### src/rtl/xbus_pkg.sv
// Shared types for the external bus cycle sequencer.
package xbus_pkg;
    typedef enum logic [2:0] {
        ST_IDLE    = 3'd0,
        ST_T1      = 3'd1,
        ST_T2      = 3'd2,
        ST_TW      = 3'd3,
        ST_HOLD    = 3'd4,
        ST_RECOVER = 3'd5
    } bus_state_e;
endpackage

### src/rtl/xbus_sync.sv
// Multi-stage synchroniser for a vector of asynchronous levels.
// Assumes each bit is an independent level; no relation between bits is kept.
module xbus_sync #(
    parameter int STAGES = 2,
    parameter int WIDTH  = 1
) (
    input  logic             clk,
    input  logic             rst_n,
    input  logic [WIDTH-1:0] async_in,
    output logic [WIDTH-1:0] sync_out
);
    logic [STAGES-1:0][WIDTH-1:0] chain;

    // Shift the asynchronous levels through the flop chain.
    always_ff @(posedge clk) begin
        if (!rst_n) begin
            chain <= '0;
        end else begin
            chain[0] <= async_in;
            for (int i = 1; i < STAGES; i++) begin
                chain[i] <= chain[i-1];
            end
        end
    end

    assign sync_out = chain[STAGES-1];
endmodule

### src/rtl/xbus_wait_sampler.sv
// Falling-edge sampler for the synchronised wait level.
// Assumes sample_en is high only in strobe states; outside them the sample is cleared.
module xbus_wait_sampler (
    input  logic clk,
    input  logic rst_n,
    input  logic wait_sync,
    input  logic sample_en,
    output logic wait_smp
);
    // Take the wait level at mid-cycle, only while a strobe state is active.
    always_ff @(negedge clk) begin
        if (!rst_n) begin
            wait_smp <= 1'b0;
        end else if (sample_en) begin
            wait_smp <= wait_sync;
        end else begin
            wait_smp <= 1'b0;
        end
    end
endmodule

### src/rtl/xbus_seq.sv
// Bus cycle state machine: T1/T2/TW sequencing, hold grant and driver recovery.
// Assumes core_req is held until core_ready and that hold_s and wait_smp are already synchronous.
module xbus_seq
    import xbus_pkg::*;
#(
    parameter int ADDR_W = 16,
    parameter int DATA_W = 16
) (
    input  logic              clk,
    input  logic              rst_n,
    input  logic              core_req,
    input  logic              core_we,
    input  logic [ADDR_W-1:0] core_addr,
    input  logic [DATA_W-1:0] core_wdata,
    output logic [DATA_W-1:0] core_rdata,
    output logic              core_ready,
    input  logic              hold_s,
    input  logic              wait_smp,
    output logic              sample_en,
    output logic              hold_ack,
    output logic [ADDR_W-1:0] bus_addr,
    output logic [DATA_W-1:0] bus_dout,
    input  logic [DATA_W-1:0] bus_din,
    output logic              addr_oe,
    output logic              data_oe,
    output logic              strobe_oe,
    output logic              ads_n,
    output logic              rd_n,
    output logic              wr_n
);
    bus_state_e st;
    logic       we_q;
    logic       in_cycle;
    logic       released;

    // State transitions, request capture and read-data capture.
    always_ff @(posedge clk) begin
        if (!rst_n) begin
            st         <= ST_IDLE;
            core_ready <= 1'b0;
            core_rdata <= '0;
            bus_addr   <= '0;
            bus_dout   <= '0;
            we_q       <= 1'b0;
        end else begin
            core_ready <= 1'b0;
            unique case (st)
                ST_IDLE: begin
                    if (hold_s) begin
                        st <= ST_HOLD;
                    end else if (core_req && !core_ready) begin
                        st       <= ST_T1;
                        bus_addr <= core_addr;
                        bus_dout <= core_wdata;
                        we_q     <= core_we;
                    end
                end
                ST_T1: st <= ST_T2;
                ST_T2, ST_TW: begin
                    if (wait_smp) begin
                        st <= ST_TW;
                    end else begin
                        st         <= ST_IDLE;
                        core_ready <= 1'b1;
                        if (!we_q) core_rdata <= bus_din;
                    end
                end
                ST_HOLD: if (!hold_s) st <= ST_RECOVER;
                ST_RECOVER: st <= ST_IDLE;
                default: st <= ST_IDLE;
            endcase
        end
    end

    // Decode strobes and drive enables from the current state.
    always_comb begin
        in_cycle  = (st == ST_T1) || (st == ST_T2) || (st == ST_TW);
        sample_en = (st == ST_T2) || (st == ST_TW);
        released  = (st == ST_HOLD) || (st == ST_RECOVER);
        hold_ack  = (st == ST_HOLD);
        addr_oe   = !released;
        strobe_oe = !released;
        data_oe   = in_cycle && we_q;
        ads_n     = !(st == ST_T1);
        rd_n      = !(sample_en && !we_q);
        wr_n      = !(sample_en && we_q);
    end

    assert_basic_seq_R2: assert property (@(posedge clk) disable iff (!rst_n)
        st == ST_T1 |=> st == ST_T2);
    assert_wait_extends_R5: assert property (@(posedge clk) disable iff (!rst_n)
        ($past(sample_en) && $past(wait_smp)) |-> st == ST_TW);
    assert_grant_at_boundary_R8: assert property (@(posedge clk) disable iff (!rst_n)
        $rose(hold_ack) |-> $past(st) == ST_IDLE);
    assert_float_in_hold_R9: assert property (@(posedge clk) disable iff (!rst_n)
        hold_ack |-> (!addr_oe && !strobe_oe && !data_oe));
    assert_recover_gap_R10: assert property (@(posedge clk) disable iff (!rst_n)
        $fell(hold_ack) |-> !addr_oe);
    assert_t1_after_drive_R11: assert property (@(posedge clk) disable iff (!rst_n)
        !ads_n |-> (addr_oe && $past(addr_oe)));
    assert_ready_pulse_R12: assert property (@(posedge clk) disable iff (!rst_n)
        core_ready |=> !core_ready);
endmodule

### src/rtl/xbus_cycle_ctrl.sv
// Top level: synchronises wait and hold inputs, samples wait mid-cycle and runs the sequencer.
// Assumes a single clock; bus_wait and hold_req may be fully asynchronous to it.
module xbus_cycle_ctrl #(
    parameter int ADDR_W      = 16,
    parameter int DATA_W      = 16,
    parameter int SYNC_STAGES = 2
) (
    input  logic              clk,
    input  logic              rst_n,
    input  logic              core_req,
    input  logic              core_we,
    input  logic [ADDR_W-1:0] core_addr,
    input  logic [DATA_W-1:0] core_wdata,
    output logic [DATA_W-1:0] core_rdata,
    output logic              core_ready,
    input  logic              bus_wait,
    input  logic              hold_req,
    output logic              hold_ack,
    output logic [ADDR_W-1:0] bus_addr,
    output logic [DATA_W-1:0] bus_dout,
    input  logic [DATA_W-1:0] bus_din,
    output logic              addr_oe,
    output logic              data_oe,
    output logic              strobe_oe,
    output logic              ads_n,
    output logic              rd_n,
    output logic              wr_n
);
    localparam int N_ASYNC = 2;

    logic [N_ASYNC-1:0] async_vec;
    logic [N_ASYNC-1:0] sync_vec;
    logic               wait_smp;
    logic               sample_en;

    assign async_vec = {hold_req, bus_wait};

    xbus_sync #(.STAGES(SYNC_STAGES), .WIDTH(N_ASYNC)) u_sync (
        .clk(clk), .rst_n(rst_n), .async_in(async_vec), .sync_out(sync_vec)
    );

    xbus_wait_sampler u_wsmp (
        .clk(clk), .rst_n(rst_n), .wait_sync(sync_vec[0]),
        .sample_en(sample_en), .wait_smp(wait_smp)
    );

    xbus_seq #(.ADDR_W(ADDR_W), .DATA_W(DATA_W)) u_seq (
        .clk(clk), .rst_n(rst_n),
        .core_req(core_req), .core_we(core_we), .core_addr(core_addr),
        .core_wdata(core_wdata), .core_rdata(core_rdata), .core_ready(core_ready),
        .hold_s(sync_vec[1]), .wait_smp(wait_smp), .sample_en(sample_en),
        .hold_ack(hold_ack), .bus_addr(bus_addr), .bus_dout(bus_dout), .bus_din(bus_din),
        .addr_oe(addr_oe), .data_oe(data_oe), .strobe_oe(strobe_oe),
        .ads_n(ads_n), .rd_n(rd_n), .wr_n(wr_n)
    );
endmodule

### config.mk
export PLATFORM = sky130hd
export DESIGN_NAME = xbus_cycle_ctrl
export DESIGN_NICKNAME = d
export VERILOG_FILES = /design/src/rtl/xbus_pkg.sv /design/src/rtl/xbus_sync.sv /design/src/rtl/xbus_wait_sampler.sv /design/src/rtl/xbus_seq.sv /design/src/rtl/xbus_cycle_ctrl.sv
export SDC_FILE = /design/constraint.sdc
export NUM_CORES = 1
export LEC_CHECK = 0
export BUFFER_PORTS_ARGS = -buffer_cell sky130_fd_sc_hd__buf_2
export CAP_MARGIN = 10
export CORE_MARGIN = 2
export CORE_UTILIZATION = 46
export DETAILED_ROUTE_END_ITERATION = 10
export PLACE_DENSITY = 0.8
export SYNTH_ARGS = -nofsm -noshare
export SYNTH_HDL_FRONTEND = slang
export SYNTH_HIERARCHICAL = 1
export SYNTH_SLANG_ARGS = --single-unit
### constraint.sdc
create_clock -name clk -period 1.8 [get_ports clk]
set_clock_uncertainty 0.05 [all_clocks]
set_input_delay 0.09 -clock clk [delete_from_list [all_inputs] [get_ports clk]]
set_output_delay 0.09 -clock clk [all_outputs]
set_load 0.02 [all_outputs]
Word level (Yosys, flattened, before mapping)
Index checks and enable logic that the tools add are counted.

Bits in registers: 58. Input bits: 54. Output and inout bits: 56. Logic and storage cells: 46.

Eq/ne operators: 7. Mux-type cells: 6. Bitwise gates (word level): 3. Reduce and logical (&&, ||, !) cells: 21.

Operators by type and width (count): $pmux W3 S4 (1); $mux W3 (3); $eq A3 B2 Y1 const B (2); $eq A3 B3 Y1 const B (2); $logic_not A1 Y1 (6); $reduce_and A2 Y1 (3); $reduce_and A3 Y1 (2); $logic_and A1 B1 Y1 (4); $logic_or A1 B1 Y1 (4); $eq A3 B1 Y1 const B (1); $logic_not A3 Y1 (1); $ne A3 B2 Y1 const B (1); $not A1 Y1 (3); $mux W2 (1); $ne A2 B2 Y1 const B (1); $reduce_or A2 Y1 (1); $mux W1 (1).

Longest topological paths before layout
Gate-level depths: netlist (run 1).

Depth after elaboration: 5. Depth in mapped cells: 6. Mapped depth without buffers: 3.

Hierarchy
Netlist (run 1), hierarchy kept.

Modules (own cells, without submodules): xbus_seq (times used 1, cells each 239, area an instance 2145.8 um2, seq. area each 1061.0 um2); xbus_sync (times used 1, cells each 10, area an instance 120.1 um2, seq. area each 80.1 um2); xbus_wait_sampler (times used 1, cells each 3, area an instance 30.0 um2, seq. area each 20.0 um2).

==> metrics.md, run 1 <==
| Metric | Value |
|---|---|
| Proportion of layout cells with a drive suffix above 1 | `36.2%` |
| DRC | `0` |
| I/O pins | `110` |
| DP Area | `2890 µm²` |
| Clock Tree Buf Depth | `2` |
| Total track usage | `21.9%` |
| Drt wl/cell | `12.7 µm` |
| Yosys top cell by area | `dfxtp_1` |
| GR peak layer | `met2` |
| Dpl ws | `-0.357 ns` |
| Peak supply drop | `0.000557 V` |
| Worst EP required | `1.99 ns` |
| Synth unique cells | `22` |
| Failing checks | `negative setup slack` |
| CP Launch Type | `register` |
| Final WS setup | `-0.467 ns` |
| H-tree level count | `3` |
| Die area | `5570 µm²` |
| Post-DRT Antenna Nets | `0` |
| Clk sinks | `58` |
| CTS tree | `built` |
| Routability Congestion | `0.740` |
| Worst path top cell family by delay | `simple AND/OR/NAND/NOR gates` |
| Most frequent cells in the layout | `109 x buf_2, 91 x nand2_1, 57 x dfxtp_1` |
| Antenna violations before repair | `0` |
| Worst-Skew Late Latency | `0.36 ns` |
| Endpoints failing hold | `0` |
| CTS root buf | `clkbuf_8` |
| Least-Margin Pin Slew | `0.769 ns` |
| Core area | `4750 µm²` |
| First-pass GRT wire length | `9.22 mm` |
| Max FO, Critical Path | `8` |
| Yosys warnings | `6` |
| Worst path arrival time | `2.46 ns` |
| Largest net degree at the start of global routing | `91` |
| Finished Cell Area | `3650 µm²` |
| Die height | `74.7 µm` |
| Pwr dens | `832 nW/µm²` |
| Most used cell, CP | `buf_6` |
| CP endpoint kind | `register` |
| Vias in the first global route | `2,150` |
| Clock slew at reported path FFs | `0.06 ns` |
| Setup violators final | `18` |
| Number of buffers created by CTS | `9` |
| Synth Register Bits | `58` |
| Routing usage on met2 | `38.6%` |
| Crit Path Category | `reg2reg` |
| Leakage | `0.00172 µW` |
| Gate Count Post-Synth | `252` |
| Slew HR | `48.7%` |
| P&R area growth vs syn | `58.9%` |
| Hpwl dp | `3.37 mm` |
| Nets | `469` |
| Met1 Track Usage GR | `24.0%` |
| Antenna cell count | `0` |
| Final global-route overflow total | `0` |
| Max-cap viol count | `0` |
| Worst path bufs/invs | `2` |
| WL final | `6.18 mm` |
| Input/output buffers | `109` |
| First-pass DRT Iterations | `4` |
| Starting Density | `48.3%` |
| Worst Hold Class | `in2reg` |
| Post-synth top area share | `50.6%` |
| Commonest non-fill, non-tap cell in the layout | `buf_2` |
| Placed cell count | `417` |
| Delay of the slowest critical-path stage | `0.34 ns` |
| Post-synthesis cell area | `2300 µm²` |
| Die width | `74.7 µm` |
| Status | `complete, but fails checks` |
| RSZ-0062 raised after global routing | `yes` |
| CP cell instances | `buf_6 > nor4b_4 > buf_6 > nand2_1 > a21boi_1` |
| Via density | `4.59` |
| Post-synthesis sequential area ratio | `50.6%` |
| Synth top area cells | `dfxtp_1 51%, nand2_1 16%, mux2i_1 15%` |
| Global-route met3 utilization | `5.49%` |
| Final Slew Violations | `0` |
| DR iter-0 viols | `133` |
| Post-Syn Area per Cell | `9.11 µm²` |
| Post-synthesis net count | `306` |
| Vias | `2,236` |
| Rows | `25` |
| Fin cells | `487` |
| Slowest stage cell, crit path | `dfxtp_4` |
logic make-up (layout without fill, tap and decap cells):
kind of cell           Yosys count  after routing  synth area share [%]
AOI/OAI and AO/OA               18             18                  5.78
DFF                             58             58                  50.6
buffers and inverters           21            188                  5.50
and+or+nand+nor                121            122                  23.3
muxes                           34             34                  14.8
synth_stat cells:
master / count
dfxtp_1: 58
a21boi_0: 7
buf_2: 2
nor2b_1: 2
nand2b_1: 2
and2_1: 5
a21boi_1: 10
nor3_1: 1
inv_1: 1
nor2_1: 2
nor4b_4: 1
o21ai_0: 1
nor3b_1: 2
or4b_4: 1
buf_6: 3
nand2_1: 100
or3b_2: 1
buf_4: 6
and3b_1: 2
mux2i_1: 34
clkbuf_1: 9
and3_1: 2
per-layer routing:
metal	up-vias	part of all wire, %
met5	-	0
met4	0	1.4
met3	8	5.3
met2	76	53
met1	1011	41
li1	1141	-
power by group:
part | internal (µW) | switching, µW
combinational | 283 | 298
clock | 569 | 476
sequential | 1360 | 43.2
timing repair:
| item | CTS | global route |
|---|---|---|
| setup buffers | 0 | 2 |
| hold buffers | 51 | 0 |
| endpoints found under the setup margin | 16 | 19 |
| endpoints found under the hold margin | 51 | 0 |
| cloned | 1 | 0 |
| gates resized for setup | 4 | 14 |
| pin swaps | 18 | 14 |
stage by stage:
stage               hold slack, ns  util (%)  setup TNS [ns]  power (µW)
floorplan                    0.162         -           -6.12        1750
global placement             0.245      60.7           -5.13        1900
detailed placement           0.249      60.7           -5.38        1920
CTS                          0.192      75.6           -5.38        3050
global route                 0.205      76.7           -7.91        3180
finish                       0.195      76.7           -6.52        3030
final timing paths:
path	start	end	slack (ns)	cells past startpoint
max	u_wsmp/wait_smp$_SDFF_NN0_	u_seq/core_rdata[0]$_SDFFE_PN0P_	-0.47	5
min	core_req	u_seq/st[0]$_SDFFE_PN0P_	0.20	4
max reg2reg	u_wsmp/wait_smp$_SDFF_NN0_	u_seq/core_rdata[0]$_SDFFE_PN0P_	-0.47	5
min reg2reg	u_sync/chain[0]$_SDFF_PN0_	u_sync/sync_out[0]$_SDFF_PN0_	0.38	1
cell type report:
type,count,area (µm²)
clock buffers,13,159
multi-input cells,174,1060
repair buffers,171,1160
well taps,67,83.8
fillers,351,1110
clock inverters,4,17.5
flip-flops and latches,58,1160
worst register-to-register path, delay by kind of cell, from the launching register on:
kind                   cells  cell delay [ns]
flip-flops                 1             0.34
AND/OR/NAND/NOR            2             0.40
buffers and inverters      2             0.31
AO/OA/AOI/OAI              1             0.16
state kept, by name (all words and copies together), names as in the netlist:
signal	flops
u_seq/bus_addr	16
u_seq/bus_dout	16
u_seq/core_rdata	16
u_seq/st	3
u_sync/chain	2
u_sync/sync_out	2
u_seq/core_ready	1
u_seq/we_q	1
u_wsmp/wait_smp	1
No activity file was read; power rests on OpenSTA's default activity.
==> inputs of run 2 (changes only) <==
Settings changed: CORE_UTILIZATION 46 to 40, PLACE_DENSITY 0.8 to 0.71.
==> run 2 against run 1 <==
Effect of this change:
- the run still ends with negative setup slack left
- sequential share of layout area down 0.99 points
- register-to-register slack about the same
- global-route usage down 3.4 points
- first-iteration DRC count down 46%
- die area up 14%
- critical endpoint is now u_seq/core_rdata[4]$_SDFFE_PN0P_
- clock power up 25%
- utilization down 8.9 points
- largest cell class is now non-clock buffers
- wire length down 2.7%
- combinational power up 2%
- sequential power about the same
==> metrics.md, run 2 (synthesis gave the netlist of run 1 again) <==
| Metric | Value |
|---|---|
| Status | `complete, but fails checks` |
| Failing checks | `negative setup slack` |
| WL final | `6.01 mm` |
| Final WS setup | `-0.469 ns` |
| H-tree level count | `3` |
| First-pass DRT Iterations | `4` |
| Worst EP required | `2.00 ns` |
| Setup violators final | `18` |
| Largest net degree at the start of global routing | `91` |
| Clock Tree Buf Depth | `2` |
| DR iter-0 viols | `72` |
| Max-cap viol count | `0` |
| CTS tree | `built` |
| Core area | `5540 µm²` |
| Routability Congestion | `0.690` |
| Die width | `79.8 µm` |
| Pwr dens | `881 nW/µm²` |
| Post-DRT Antenna Nets | `0` |
| Nets | `467` |
| Worst Hold Class | `in2reg` |
| Vias | `2,218` |
| Proportion of layout cells with a drive suffix above 1 | `38.5%` |
| NetSw | `840 µW` |
| Layout Utilization | `67.8%` |
| RSZ-0062 raised after global routing | `yes` |
| Die area | `6360 µm²` |
| Combinational fraction of design power | `17.8%` |
| Dpl ws | `-0.343 ns` |
| Input/output buffers | `109` |
| Clk sinks | `58` |
| Final global-route overflow total | `0` |
| CP endpoint kind | `register` |
| Switch share | `25.4%` |
| Number of buffers created by CTS | `9` |
| Routing usage on met2 | `34.4%` |
| HP Start | `core_req` |
| First-pass GRT wire length | `9.00 mm` |
| CP Launch Type | `register` |
| CTS root buf | `clkbuf_8` |
| I/O pins | `110` |
| Starting Density | `41.4%` |
| Global-route met3 utilization | `4.64%` |
| Worst-Skew Late Latency | `0.37 ns` |
| Clock slew at reported path FFs | `0.06 ns` |
| Rows | `27` |
| Most frequent cells in the layout | `109 x buf_2, 89 x nand2_1, 57 x dfxtp_1` |
| DRC | `0` |
| Drt wl/cell | `12.3 µm` |
| Vias in the first global route | `2,040` |
| GR peak layer | `met2` |
| Top flop regs | `u_seq/bus_addr: 16 flops, u_seq/bus_dout: 16 flops, u_seq/core_rdata: 16 flops` |
| P&R area growth vs syn | `63.6%` |
| Power Internal | `2470 µW` |
| Peak supply drop | `0.000488 V` |
| CP Launch Point | `u_wsmp/wait_smp$_SDFF_NN0_` |
| Total track usage | `18.5%` |
| Antenna violations before repair | `0` |
| Endpoints failing hold | `0` |
| Commonest non-fill, non-tap cell in the layout | `buf_2` |
| Hpwl dp | `3.22 mm` |
| Critical R2R Launch | `u_wsmp/wait_smp$_SDFF_NN0_` |
| Slew HR | `47.7%` |
| Worst path arrival time | `2.47 ns` |
| Reg power frac | `42.5%` |
| Via density | `4.53` |
| Leakage | `0.00179 µW` |
| Clock share of power | `39.7%` |
| Crit Path Category | `reg2reg` |
| Least-Margin Pin Slew | `0.784 ns` |
| Met1 Track Usage GR | `19.4%` |
| Final Slew Violations | `0` |
| Antenna cell count | `0` |
| Max FO, Critical Path | `8` |
| Die height | `79.8 µm` |
-- run 2: final cells by class --
class | instances | area, µm²
repair buffers | 170 | 1180
well taps | 72 | 90.1
clock buffers | 11 | 141
flip-flops and latches | 58 | 1160
clock inverters | 6 | 81.3
fillers | 433 | 1780
multi-input cells | 173 | 1100
-- run 2: through the flow --
stage          instance area (µm²)  setup TNS, ns  power [µW]  instances  hold WS [ns]
2_1_floorplan                 2300          -6.12        1750        252         0.162
3_3_place_gp                  2890          -5.13        1900        420         0.244
3_5_place_dp                  2890          -5.25        1910        420         0.247
6_report                      3760          -6.74        3310        490         0.204
5_1_grt                       3760          -8.05        3470        490         0.197
4_1_cts                       3620          -5.73        3320        487         0.177
-- run 2: per-layer routing --
| layer | vias up | share of wire [%] |
|---|---|---|
| met5 | - | 0 |
| met3 | 11 | 6.0 |
| met4 | 0 | 1.6 |
| met1 | 996 | 41 |
| met2 | 76 | 52 |
| li1 | 1135 | - |
-- run 2: power groups by stage --
stage          Combinational, µW  Clock [µW]  Sequential (µW)
2_1_floorplan                222        6.95             1520
3_3_place_gp                 467        6.95             1430
3_5_place_dp                 475        6.95             1430
4_1_cts                      559        1350             1400
5_1_grt                      634        1420             1410
6_report                     590        1310             1400
-- run 2: worst max-delay path, stage by stage, from the launching register on --
cell and delay (ns):
dfxtp_2 0.31, buf_6 0.11, nor4b_4 0.23, buf_4 0.18, clkbuf_16 0.16, nand2_1 0.06
a21boi_1 0.13
-- run 2: repair_timing --
| item | in CTS | in global routing |
|---|---|---|
| hold buffers | 51 | 0 |
| buffers inserted | 0 | 2 |
| resized for setup | 0 | 28 |
| pin swaps | 4 | 12 |
| endpoints found under the hold margin | 51 | 0 |
| endpoints found under the setup margin | 16 | 17 |
| cloned | 0 | 1 |
-- run 2: final timing paths --
path	to	slack, ns	cells after the start
setup / recovery	u_seq/core_rdata[4]$_SDFFE_PN0P_	-0.47	6
hold / removal	u_seq/st[0]$_SDFFE_PN0P_	0.20	4
setup reg to reg	u_seq/core_rdata[4]$_SDFFE_PN0P_	-0.47	6
hold reg to reg	u_sync/sync_out[1]$_SDFF_PN0_	0.38	1
